## src/rtl/mpwm_pkg.sv

```systemverilog
package mpwm_pkg;

  typedef enum logic [2:0] {
    RK_NONE,
    RK_PRE,
    RK_MOD,
    RK_DUTY,
    RK_EN
  } reg_kind_e;

  localparam int WIN_BITS = 5;
  localparam logic [WIN_BITS-1:0] OFS_PRE  = 5'h00;
  localparam logic [WIN_BITS-1:0] OFS_MOD  = 5'h04;
  localparam logic [WIN_BITS-1:0] OFS_DUTY = 5'h08;
  localparam logic [WIN_BITS-1:0] OFS_EN   = 5'h18;

endpackage

```

## src/rtl/mpwm_decode.sv

```systemverilog
module mpwm_decode
  import mpwm_pkg::*;
#(
  parameter int NCH = 4,
  localparam int CHB = (NCH > 1) ? $clog2(NCH) : 1,
  localparam int AW  = CHB + WIN_BITS
)(
  input  logic [AW-1:0]  addr,
  output logic [CHB-1:0] chan,
  output reg_kind_e      kind
);

  logic [WIN_BITS-1:0] ofs;

  assign ofs  = addr[WIN_BITS-1:0];
  assign chan = addr[AW-1:WIN_BITS];

  always_comb begin
    kind = RK_NONE;
    if (int'(chan) < NCH) begin
      case (ofs)
        OFS_PRE:  kind = RK_PRE;
        OFS_MOD:  kind = RK_MOD;
        OFS_DUTY: kind = RK_DUTY;
        OFS_EN:   kind = RK_EN;
        default:  kind = RK_NONE;
      endcase
    end
  end

endmodule

```

## src/rtl/mpwm_channel.sv

```systemverilog
module mpwm_channel #(
  parameter int PRE_W  = 8,
  parameter int MOD_W  = 8,
  parameter int DUTY_W = 16,
  parameter int DATA_W = 32
)(
  input  logic              clk,
  input  logic              rst,
  input  logic              wr_pre,
  input  logic              wr_mod,
  input  logic              wr_duty,
  input  logic              wr_en,
  input  logic [DATA_W-1:0] wdata,
  output logic [PRE_W-1:0]  rb_pre,
  output logic [MOD_W-1:0]  rb_mod,
  output logic [DUTY_W-1:0] rb_duty,
  output logic              rb_en,
  output logic              pwm_o
);

  logic [PRE_W-1:0]  sh_pre_q,   act_pre_q,  act_pre_d;
  logic [MOD_W-1:0]  sh_mod_q,   act_mod_q,  act_mod_d;
  logic [DUTY_W-1:0] sh_duty_q,  act_duty_q, act_duty_d;
  logic              pend_q, pend_d, en_q, en_d;
  logic [PRE_W-1:0]  pcnt_q, pcnt_d;
  logic [MOD_W-1:0]  scnt_q, scnt_d;
  logic              pwm_q, pwm_d;
  logic [MOD_W-1:0]  last_step;
  logic              tick, boundary, commit, start;

  always_comb begin
    last_step = (act_mod_q <= MOD_W'(1)) ? '0 : act_mod_q - MOD_W'(1);
    tick      = en_q && (pcnt_q == act_pre_q);
    boundary  = tick && (scnt_q == last_step);
    commit    = pend_q && (!en_q || boundary);
    en_d      = wr_en ? wdata[0] : en_q;
    start     = en_d && !en_q;
    pend_d    = wr_duty ? 1'b1 : (commit ? 1'b0 : pend_q);

    act_pre_d  = commit ? sh_pre_q  : act_pre_q;
    act_mod_d  = commit ? sh_mod_q  : act_mod_q;
    act_duty_d = commit ? sh_duty_q : act_duty_q;

    pcnt_d = pcnt_q;
    scnt_d = scnt_q;
    if (!en_d || start) begin
      pcnt_d = '0;
      scnt_d = '0;
    end else if (tick) begin
      pcnt_d = '0;
      scnt_d = boundary ? '0 : scnt_q + MOD_W'(1);
    end else begin
      pcnt_d = pcnt_q + PRE_W'(1);
    end

    pwm_d = en_d && (DUTY_W'(scnt_d) < act_duty_d);
  end

  always_ff @(posedge clk) begin
    if (rst) begin
      sh_pre_q   <= '0;
      sh_mod_q   <= '0;
      sh_duty_q  <= '0;
      act_pre_q  <= '0;
      act_mod_q  <= '0;
      act_duty_q <= '0;
      pend_q     <= 1'b0;
      en_q       <= 1'b0;
      pcnt_q     <= '0;
      scnt_q     <= '0;
      pwm_q      <= 1'b0;
    end else begin
      if (wr_pre)  sh_pre_q  <= wdata[PRE_W-1:0];
      if (wr_mod)  sh_mod_q  <= wdata[MOD_W-1:0];
      if (wr_duty) sh_duty_q <= wdata[DUTY_W-1:0];
      act_pre_q  <= act_pre_d;
      act_mod_q  <= act_mod_d;
      act_duty_q <= act_duty_d;
      pend_q     <= pend_d;
      en_q       <= en_d;
      pcnt_q     <= pcnt_d;
      scnt_q     <= scnt_d;
      pwm_q      <= pwm_d;
    end
  end

  assign rb_pre  = sh_pre_q;
  assign rb_mod  = sh_mod_q;
  assign rb_duty = sh_duty_q;
  assign rb_en   = en_q;
  assign pwm_o   = pwm_q;


  stop_now_chk: assert property (@(posedge clk) disable iff (rst)
    (wr_en && !wdata[0]) |=> !pwm_o);


  no_commit_hold_chk: assert property (@(posedge clk) disable iff (rst)
    !pend_q |=> ($stable(act_mod_q) && $stable(act_pre_q) && $stable(act_duty_q)));


  boundary_commit_chk: assert property (@(posedge clk) disable iff (rst)
    (en_q && !boundary) |=> ($stable(act_mod_q) && $stable(act_pre_q) && $stable(act_duty_q)));


  step_range_chk: assert property (@(posedge clk) disable iff (rst)
    en_q |-> (scnt_q <= last_step));


  full_high_chk: assert property (@(posedge clk) disable iff (rst)
    (en_q && act_mod_q != '0 && DUTY_W'(act_mod_q) <= act_duty_q) |-> pwm_o);

endmodule

```

## src/rtl/mpwm_top.sv

```systemverilog
module mpwm_top
  import mpwm_pkg::*;
#(
  parameter int NCH    = 4,
  parameter int PRE_W  = 8,
  parameter int MOD_W  = 8,
  parameter int DUTY_W = 16,
  parameter int DATA_W = 32,
  localparam int CHB   = (NCH > 1) ? $clog2(NCH) : 1,
  localparam int AW    = CHB + WIN_BITS
)(
  input  logic              clk,
  input  logic              rst,
  input  logic              bus_wr,
  input  logic              bus_rd,
  input  logic [AW-1:0]     bus_addr,
  input  logic [DATA_W-1:0] bus_wdata,
  output logic [DATA_W-1:0] bus_rdata,
  output logic [NCH-1:0]    pwm_o
);

  logic [CHB-1:0]    chan;
  reg_kind_e         kind;
  logic [PRE_W-1:0]  rb_pre  [NCH];
  logic [MOD_W-1:0]  rb_mod  [NCH];
  logic [DUTY_W-1:0] rb_duty [NCH];
  logic              rb_en   [NCH];
  logic [NCH-1:0]    wr_any;
  logic [DATA_W-1:0] rd_val;
  logic [DATA_W-1:0] rdata_q;

  mpwm_decode #(.NCH(NCH)) u_dec (
    .addr (bus_addr),
    .chan (chan),
    .kind (kind)
  );

  for (genvar g = 0; g < NCH; g++) begin : g_ch
    logic sel;
    assign sel       = bus_wr && (int'(chan) == g);
    assign wr_any[g] = sel && (kind != RK_NONE);

    mpwm_channel #(
      .PRE_W(PRE_W), .MOD_W(MOD_W), .DUTY_W(DUTY_W), .DATA_W(DATA_W)
    ) u_ch (
      .clk     (clk),
      .rst     (rst),
      .wr_pre  (sel && kind == RK_PRE),
      .wr_mod  (sel && kind == RK_MOD),
      .wr_duty (sel && kind == RK_DUTY),
      .wr_en   (sel && kind == RK_EN),
      .wdata   (bus_wdata),
      .rb_pre  (rb_pre[g]),
      .rb_mod  (rb_mod[g]),
      .rb_duty (rb_duty[g]),
      .rb_en   (rb_en[g]),
      .pwm_o   (pwm_o[g])
    );
  end

  always_comb begin
    rd_val = '0;
    for (int i = 0; i < NCH; i++) begin
      if (int'(chan) == i) begin
        case (kind)
          RK_PRE:  rd_val = DATA_W'(rb_pre[i]);
          RK_MOD:  rd_val = DATA_W'(rb_mod[i]);
          RK_DUTY: rd_val = DATA_W'(rb_duty[i]);
          RK_EN:   rd_val = DATA_W'(rb_en[i]);
          default: rd_val = '0;
        endcase
      end
    end
  end

  always_ff @(posedge clk) begin
    if (rst)         rdata_q <= '0;
    else if (bus_rd) rdata_q <= rd_val;
  end

  assign bus_rdata = rdata_q;


  one_chan_wr_chk: assert property (@(posedge clk) disable iff (rst)
    $onehot0(wr_any));


  unmapped_zero_chk: assert property (@(posedge clk) disable iff (rst)
    (bus_rd && kind == RK_NONE) |=> (bus_rdata == '0));

endmodule

```

## config.mk

```make
export PLATFORM = sky130hd
export DESIGN_NAME = mpwm_top
export DESIGN_NICKNAME = d
export VERILOG_FILES = /design/src/rtl/mpwm_pkg.sv /design/src/rtl/mpwm_decode.sv /design/src/rtl/mpwm_channel.sv /design/src/rtl/mpwm_top.sv
export SDC_FILE = /design/constraint.sdc
export NUM_CORES = 1
export LEC_CHECK = 0
export CORE_UTILIZATION = 40
export CTS_CLUSTER_SIZE = 12
export DETAILED_ROUTE_END_ITERATION = 8
export GPL_TIMING_DRIVEN = 0
export PLACE_DENSITY = 0.63
export RECOVER_POWER = 50
export SYNTH_ARGS = -nofsm -noshare
export SYNTH_HDL_FRONTEND = slang
export SYNTH_HIERARCHICAL = 1
export SYNTH_SLANG_ARGS = --single-unit
```

## constraint.sdc

```tcl
create_clock -name clk -period 4.77 [get_ports clk]
set_input_delay 1.1925 -clock clk [delete_from_list [all_inputs] [get_ports clk]]
set_output_delay 1.1925 -clock clk [all_outputs]
set_load 0.02 [all_outputs]
```

Yosys cells after proc, flatten, opt, wreduce, memory -nomap -nowiden
Index checks and enable logic that the tools add are counted.
W data, S select, Z words.
Word-level totals
  flip-flop bits (word level): 364
  logic and storage cells: 190
  bits of input ports: 43
  output and inout port bits: 36
Operators by class
  reduce and logical (&&, ||, !) cells: 66
  add/sub/neg operators: 12
  magnitude comparators: 8
  equality and inequality tests: 18
  multiplexer cells: 41
Operators with widths (number)
  $pmux W16 S4: 4
  $mux W8: 16
  $mux W32: 3
  $mux W16: 5
  $add A8 B1 Y8 const B: 8
  $eq A8 B8 Y1: 8
  $lt A8 B16 Y1: 4
  $logic_and A1 B1 Y1: 40
  $le A8 B1 Y1 const B: 4
  $sub A8 B1 Y8 const B: 4
  $mux W1: 12
  $pmux W3 S4: 1
  $reduce_or A3 Y1: 4
  $logic_not A1 Y1: 8
  $logic_or A1 B1 Y1: 8
  $reduce_bool A2 Y1: 4
  $eq A3 B2 Y1 const B: 2
  $eq A5 B3 Y1 const B: 1
  $eq A5 B4 Y1 const B: 1
  $eq A5 B5 Y1 const B: 1
  $logic_not A5 Y1: 1
  $eq A2 B2 Y1 const B: 2
  $eq A3 B1 Y1 const B: 1
  $eq A3 B3 Y1 const B: 1
  2 further kinds: 2

Logic depth before layout (Yosys ltp)
  depth after elaboration: 10
  mapped depth: 20
  mapped depth without buffers: 17

By module
Netlist, hierarchy kept.
By module, submodules not included
  mpwm_channel (g_ch[0].u_ch ...): area each 3973.8 um2, cells an instance 453, instances 3, sequential area each 1661.6 um2
  mpwm_channel (g_ch[1].u_ch): area each 3880.0 um2, cells an instance 414, instances 1, sequential area each 1661.6 um2
  mpwm_top: area each 2073.2 um2, cells an instance 253, instances 1, sequential area each 320.3 um2
  mpwm_decode: area each 52.6 um2, cells an instance 7, instances 1, sequential area each 0.0 um2

Least setup slack after synthesis
No wires, ideal clock.
  kind: reg2reg
  from: reg g_ch[1].u_ch.act_mod_q[2]
  to: reg g_ch[1].u_ch.pwm_q
  clock period less this slack: 4.338 ns
  arrival: 4.246 ns
  stages on the path, launching flop included: 20
  data required time: 4.678 ns
  path buffers: 5
  setup time: 0.092 ns
  slack: 0.432 ns
  cells stage by stage: dfxtp_1 > buf_6 > or4_1 > buf_2 > o41a_1 > or3_1 > a2111o_1 > or3_1 > buf_2 > a21bo_1 > buf_6 > buf_12 > mux2i_2 > ha_1 > o21a_1 > o21a_1 > o21ai_0 > a31o_2 > a21oi_1 > nor4_1
Between the ends
  word-level cells in the longest chain between the ends: 9
  elaborated cells on any way between the ends: 13
  those cells by class: add/sub: 1; order compare: 2; eq/ne: 1; mux: 5; reduce/logical: 4
RTL lines
  start, declared: line mpwm_channel.sv:22  | logic [MOD_W-1:0] sh_mod_q, act_mod_q, act_mod_d;
  start signal, assigned: line mpwm_channel.sv:77  | act_mod_q <= act_mod_d;
  $sub A8 B1 Y8 or $le A8 B1 Y1 (tied branches): line mpwm_channel.sv:32  | last_step = (act_mod_q <= MOD_W'(1)) ? '0 : act_mod_q - MOD_W'(1);
  $mux W8 *: line mpwm_channel.sv:32
  $eq A8 B8 Y1 *: line mpwm_channel.sv:34  | boundary = tick && (scnt_q == last_step);
  $logic_and A1 B1 Y1 *: line mpwm_channel.sv:34
  $mux W8 or $logic_or A1 B1 Y1 (tied branches): line mpwm_channel.sv:51, mpwm_channel.sv:35
  $mux W8 or $logic_and A1 B1 Y1 (tied branches): line mpwm_channel.sv:49, mpwm_channel.sv:35
  $mux W8 or $mux W16 (tied branches): line mpwm_channel.sv:46, mpwm_channel.sv:42
  $lt A8 B16 Y1 *: line mpwm_channel.sv:56  | pwm_d = en_d && (DUTY_W'(scnt_d) < act_duty_d);
  $logic_and A1 B1 Y1 *: line mpwm_channel.sv:56
  end signal, assigned: line mpwm_channel.sv:83  | pwm_q <= pwm_d;
  end, declared: line mpwm_channel.sv:27  | logic pwm_q, pwm_d;
Mark *: on every way between the ends. The rest lies on a longest branch, timed or not.
A chain may end at the register's enable or synchronous reset.

Worst setup path after layout
  from: in bus_addr[0]
  to: reg g_ch[3].u_ch.sh_duty_q[11]
Between the ends
  word-level cells in the longest chain between the ends: 4
  elaborated cells on any way between the ends: 7
  those cells by class: eq/ne: 4; mux: 1; reduce/logical: 2
RTL lines
  start, declared: line mpwm_top.sv:16  | input logic [AW-1:0] bus_addr,
  $eq A5 B5 Y1 (tied with other cells): line mpwm_decode.sv:21  | case (ofs)
  $pmux W3 S4 *: line mpwm_decode.sv:21
  via kind[0]: line mpwm_top.sv:23  | reg_kind_e kind;
  $eq A3 B2 Y1 *: line mpwm_top.sv:50  | .wr_duty (sel && kind == RK_DUTY),
  $logic_and A1 B1 Y1 *: line mpwm_top.sv:50
  end signal, assigned: line mpwm_channel.sv:75  | if (wr_duty) sh_duty_q <= wdata[DUTY_W-1:0];
  end, declared: line mpwm_channel.sv:23  | logic [DUTY_W-1:0] sh_duty_q, act_duty_q, act_duty_d;
Mark *: on every way through the listed nets, which the timed path passes. The rest lies on a longest branch.

==> load_flow_metrics.sql <==
INSERT INTO impl_metrics (metric_group, metric, value, unit) VALUES
('drt', 'routed-via-count', '15500', ''),
('sta', 'timing_worst_slew_pin_value', '1.13', 'ns'),
('logic_synthesis', 'asyncSetResetFlopFracSynth', '0', '%'),
('place', 'place.detailed.hpwl', '38.4', 'mm'),
('power_and_ir_drop', 'p_leak', '7.21', 'nW'),
('critical_path', 'ff2ff_setup_slack', '0.17', 'ns'),
('critical_path', 'timing.critical_path.fanout_max', '10', ''),
('die', 'floorplan.core_area', '44200', 'µm²'),
('place', 'dpl_cell_area', '19200', 'µm²'),
('place', 'total_instance_count_after_detailed_placement', '2684', ''),
('global_routing', 'global_route.overflow_total', '0', ''),
('flow_run', 'count_of_max_cap_constraint_violations', '0', ''),
('sta', 'clock.fmax', '0.215', 'GHz'),
('critical_path', 'worstReg2RegEnd', 'g_ch[1].u_ch/pwm_o', ''),
('drt', 'antenna_left', '0', ''),
('power_and_ir_drop', 'power.switching', '1.41', 'mW'),
('die', 'std_cell_rows', '77', ''),
('critical_path', 'critical_path.startpoint', 'bus_addr[0]', ''),
('critical_path', 'worstSetupStartpointType', 'input pin', ''),
('sta', 'timing.hold.ws', '0.480', 'ns'),
('logic_synthesis', 'yosysUniqueCellTypes', '88', ''),
('cts', 'ctsRootBufferMaster', 'sky130_fd_sc_hd__clkbuf_16', ''),
('logic_synthesis', 'synth_enable_flop_cells', '0', ''),
('die', 'die_ar', '45700', 'µm²'),
('final_layout', 'instances_no_fill', '2755', ''),
('global_routing', 'grt_antenna_before_repair', '0', ''),
('logic_synthesis', 'synth_warnings', '6', ''),
('final_layout', 'most-common-layout-cells', 'sky130_fd_sc_hd__dfxtp_1, sky130_fd_sc_hd__nor2_1, sky130_fd_sc_hd__mux2i_1, sky130_fd_sc_hd__nand3_1, sky130_fd_sc_hd__a21oi_1', ''),
('critical_path', 'critPathRequiredTime', '5.20', 'ns'),
('die', 'ios', '79', ''),
('power_and_ir_drop', 'clock_power_share', '49.7', '%'),
('place', 'finalWeightedCongestion', '0.949', ''),
('sta', 'fin_skew', '0.0148', 'ns'),
('die', 'die-width', '214', 'µm'),
('global_routing', 'grt_max_degree', '21', ''),
('logic_synthesis', 'synth-main-ff-cell', 'sky130_fd_sc_hd__dfxtp_1', ''),
('place', 'numPortBuffers', '44', ''),
('min_path', 'hold_class', 'reg2reg', ''),
('run_status', 'status', 'completed', ''),
('global_routing', 'vias_in_the_first_global_route', '15000', ''),
('die', 'start_util', '40.5', '%'),
('critical_path', 'cp-endpoint', 'g_ch[3].u_ch/rb_duty[11]', ''),
('final_layout', 'num-nets-final', '2223', ''),
('power_and_ir_drop', 'power_density', '304', 'nW/µm²'),
('critical_path', 'critical_path.endpoint_type', 'register', ''),
('final_layout', 'final_cell_area', '20600', 'µm²'),
('cts', 'clkSinkCount', '348', ''),
('final_layout', 'syn_to_final_growth', '15.1', '%'),
('global_routing', 'track_usage', '23.2', '%'),
('cts', 'tritoncts', 'built', ''),
('drt', 'routed_wl', '52.4', 'mm'),
('final_layout', 'antenna_diode_count', '0', ''),
('sta', 'timing_max_transition_violations_final', '0', ''),
('drt', 'wl_cell', '19.0', 'µm'),
('logic_synthesis', 'synth_seq_cells', '348', ''),
('critical_path', 'critical_path.reg2reg.startpoint', 'g_ch[1].u_ch/act_mod_q[3]', ''),
('critical_path', 'worstRegToRegCells', '19', ''),
('sta', 'setup-tns-final', '0', 'ns'),
('power_and_ir_drop', 'power.combinational.fraction', '3.7', '%'),
('cts', 'cts_max_level', '2', ''),
('sta', 'report.final.hold_viol_count', '0', ''),
('drt', 'route.detailed.vias_per_inst', '5.62', ''),
('power_and_ir_drop', 'total_power', '6.27', 'mW'),
('global_routing', 'grt_first_pass_wirelength', '82.8', 'mm'),
('logic_synthesis', 'postSynthAreaPerCell', '8.82', 'µm²'),
('die', 'die_height', '214', 'µm'),
('place', 'dp_worst_setup_slack', '-1.43', 'ns'),
('final_layout', 'drive_above_1_share', '9.71', '%'),
('final_layout', 'utilization', '46.6', '%'),
('logic_synthesis', 'synth.yosys.seq_area_share', '38.9', '%'),
('drt', 'drc_errors', '0', '');
## what timing repair did
item                       in CTS  in global routing
hold buffers                    0                  0
gates resized for setup        19                 23
setup buffers                   0                  4
pin swaps                       2                  6
setup endpoints to repair       4                  4
## critical path, stage by stage
cell	delay [ns]
sky130_fd_sc_hd__clkdlybuf4s50_1	0.52
sky130_fd_sc_hd__nor4_4	0.42
sky130_fd_sc_hd__buf_6	0.25
sky130_fd_sc_hd__clkbuf_1	0.53
sky130_fd_sc_hd__nand3_1	0.44
sky130_fd_sc_hd__nor2_1	0.19
sky130_fd_sc_hd__clkbuf_1	0.47
sky130_fd_sc_hd__clkbuf_1	0.67
sky130_fd_sc_hd__mux2i_1	0.30
sky130_fd_sc_hd__nor2_1	0.07
## Yosys cell counts, types with 8 or more instances
cell                         n  area, µm²
sky130_fd_sc_hd__nor4_1     22        138
sky130_fd_sc_hd__nand2b_1   16        100
sky130_fd_sc_hd__a21oi_1   132        661
sky130_fd_sc_hd__or3_1      19        119
sky130_fd_sc_hd__or4_1      10       75.1
sky130_fd_sc_hd__o311ai_0    9       78.8
sky130_fd_sc_hd__and2_1     22        138
sky130_fd_sc_hd__a31oi_1     9       56.3
sky130_fd_sc_hd__xor2_1     48        420
sky130_fd_sc_hd__inv_1      39        146
sky130_fd_sc_hd__a21o_1      8       60.1
sky130_fd_sc_hd__a311oi_1    8       70.1
sky130_fd_sc_hd__buf_6      15        169
sky130_fd_sc_hd__and3_1     16        100
sky130_fd_sc_hd__o211ai_1   12       90.1
sky130_fd_sc_hd__mux2_2      8       90.1
sky130_fd_sc_hd__nand4_1    16        100
sky130_fd_sc_hd__nand2_1    46        173
sky130_fd_sc_hd__a22oi_1     8       60.1
sky130_fd_sc_hd__xnor2_1    49        429
sky130_fd_sc_hd__mux2i_1   174       1740
sky130_fd_sc_hd__o221ai_1   14        123
sky130_fd_sc_hd__or2_2      13       81.3
sky130_fd_sc_hd__buf_4      20        150
sky130_fd_sc_hd__o21ai_1   101        505
sky130_fd_sc_hd__ha_1       44        551
sky130_fd_sc_hd__buf_2      32        160
sky130_fd_sc_hd__nand3_1   139        696
sky130_fd_sc_hd__o21ai_0    23        115
sky130_fd_sc_hd__nor2_1    277       1040
sky130_fd_sc_hd__nand3b_1   11       82.6
sky130_fd_sc_hd__nor3b_1     8       60.1
sky130_fd_sc_hd__a22o_1     10       87.6
sky130_fd_sc_hd__dfxtp_1   348       6970
sky130_fd_sc_hd__clkbuf_1   84        315
sky130_fd_sc_hd__nor3_1     47        235
sky130_fd_sc_hd__a211oi_1   13       97.6
sky130_fd_sc_hd__nor2b_1    25        156
## worst min path at each step
stage                     slack [ns]                     endpoint                   startpoint
after floorplan                 0.46  g_ch[0].u_ch/act_duty_q[10]  g_ch[0].u_ch/act_duty_q[10]
after global placement          0.47   g_ch[3].u_ch/act_duty_q[9]   g_ch[3].u_ch/act_duty_q[9]
after detailed placement        0.47   g_ch[2].u_ch/act_duty_q[9]   g_ch[2].u_ch/act_duty_q[9]
after CTS                       0.48   g_ch[2].u_ch/act_duty_q[9]   g_ch[2].u_ch/act_duty_q[9]
after global routing            0.50  g_ch[3].u_ch/act_duty_q[12]  g_ch[3].u_ch/act_duty_q[12]
final                           0.48  g_ch[2].u_ch/act_duty_q[11]  g_ch[2].u_ch/act_duty_q[11]
## kinds of logic (layout without fill, tap and decap cells)
| logic type | count (synthesis) | after routing | synth area share (%) |
|---|---|---|---|
| AND/OR/NAND/NOR | 729 | 729 | 20.8 |
| XOR/XNOR | 97 | 97 | 4.74 |
| buffers and inverters | 199 | 314 | 5.53 |
| multiplexers | 197 | 197 | 11.9 |
| flip-flops | 348 | 348 | 38.9 |
| AO/OA/AOI/OAI | 418 | 418 | 15.2 |
| adder cells (fa/ha/maj) | 44 | 44 | 3.07 |
| other | 1 | 16 | 0.0209 |
## layout make-up
| cell class | instances | area (µm²) | share of cell area (%) |
|---|---|---|---|
| multi-input cells | 1501 | 10100 | 49.2 |
| flip-flops and latches | 348 | 6970 | 33.8 |
| clock buffers | 56 | 1170 | 5.68 |
| plain buffers | 157 | 833 | 4.04 |
| well taps | 592 | 741 | 3.59 |
| repair buffers | 48 | 464 | 2.25 |
| clock inverters | 13 | 153 | 0.740 |
| inverters | 40 | 150 | 0.728 |
## state kept, by name, summed over array words and instances, names as in the netlist
register	count
bus_rdata	16
g_ch.u_ch/act_pre_q	32
g_ch.u_ch/rb_pre	32
g_ch.u_ch/pend_q	4
g_ch.u_ch/rb_en	4
g_ch.u_ch/rb_mod	32
g_ch.u_ch/act_duty_q	64
g_ch.u_ch/act_mod_q	32
g_ch.u_ch/pcnt_q	32
g_ch.u_ch/pwm_o	4
g_ch.u_ch/rb_duty	64
g_ch.u_ch/scnt_q	32
## metal layers
metal | track usage (%) | wire length, µm | vias to the layer above
li1 | - | - | 7486
met1 | 30.4 | 23300 | 7391
met2 | 38.1 | 24200 | 469
met3 | 3.16 | 2920 | 124
met4 | 9.95 | 1960 | 0
met5 | 0 | 0 | -
## power groups by stage
stage / Combinational (mW) / Clock [mW] / Sequential [mW]
final: 0.232 / 3.12 / 2.92
after global routing: 0.244 / 3.29 / 2.92
after CTS: 0.228 / 3.17 / 2.92
after detailed placement: 0.224 / 0 / 2.98
after global placement: 0.223 / 0 / 2.98
after floorplan: 0.117 / 0 / 2.98
Note: power is estimated with default switching activity, not from simulation.
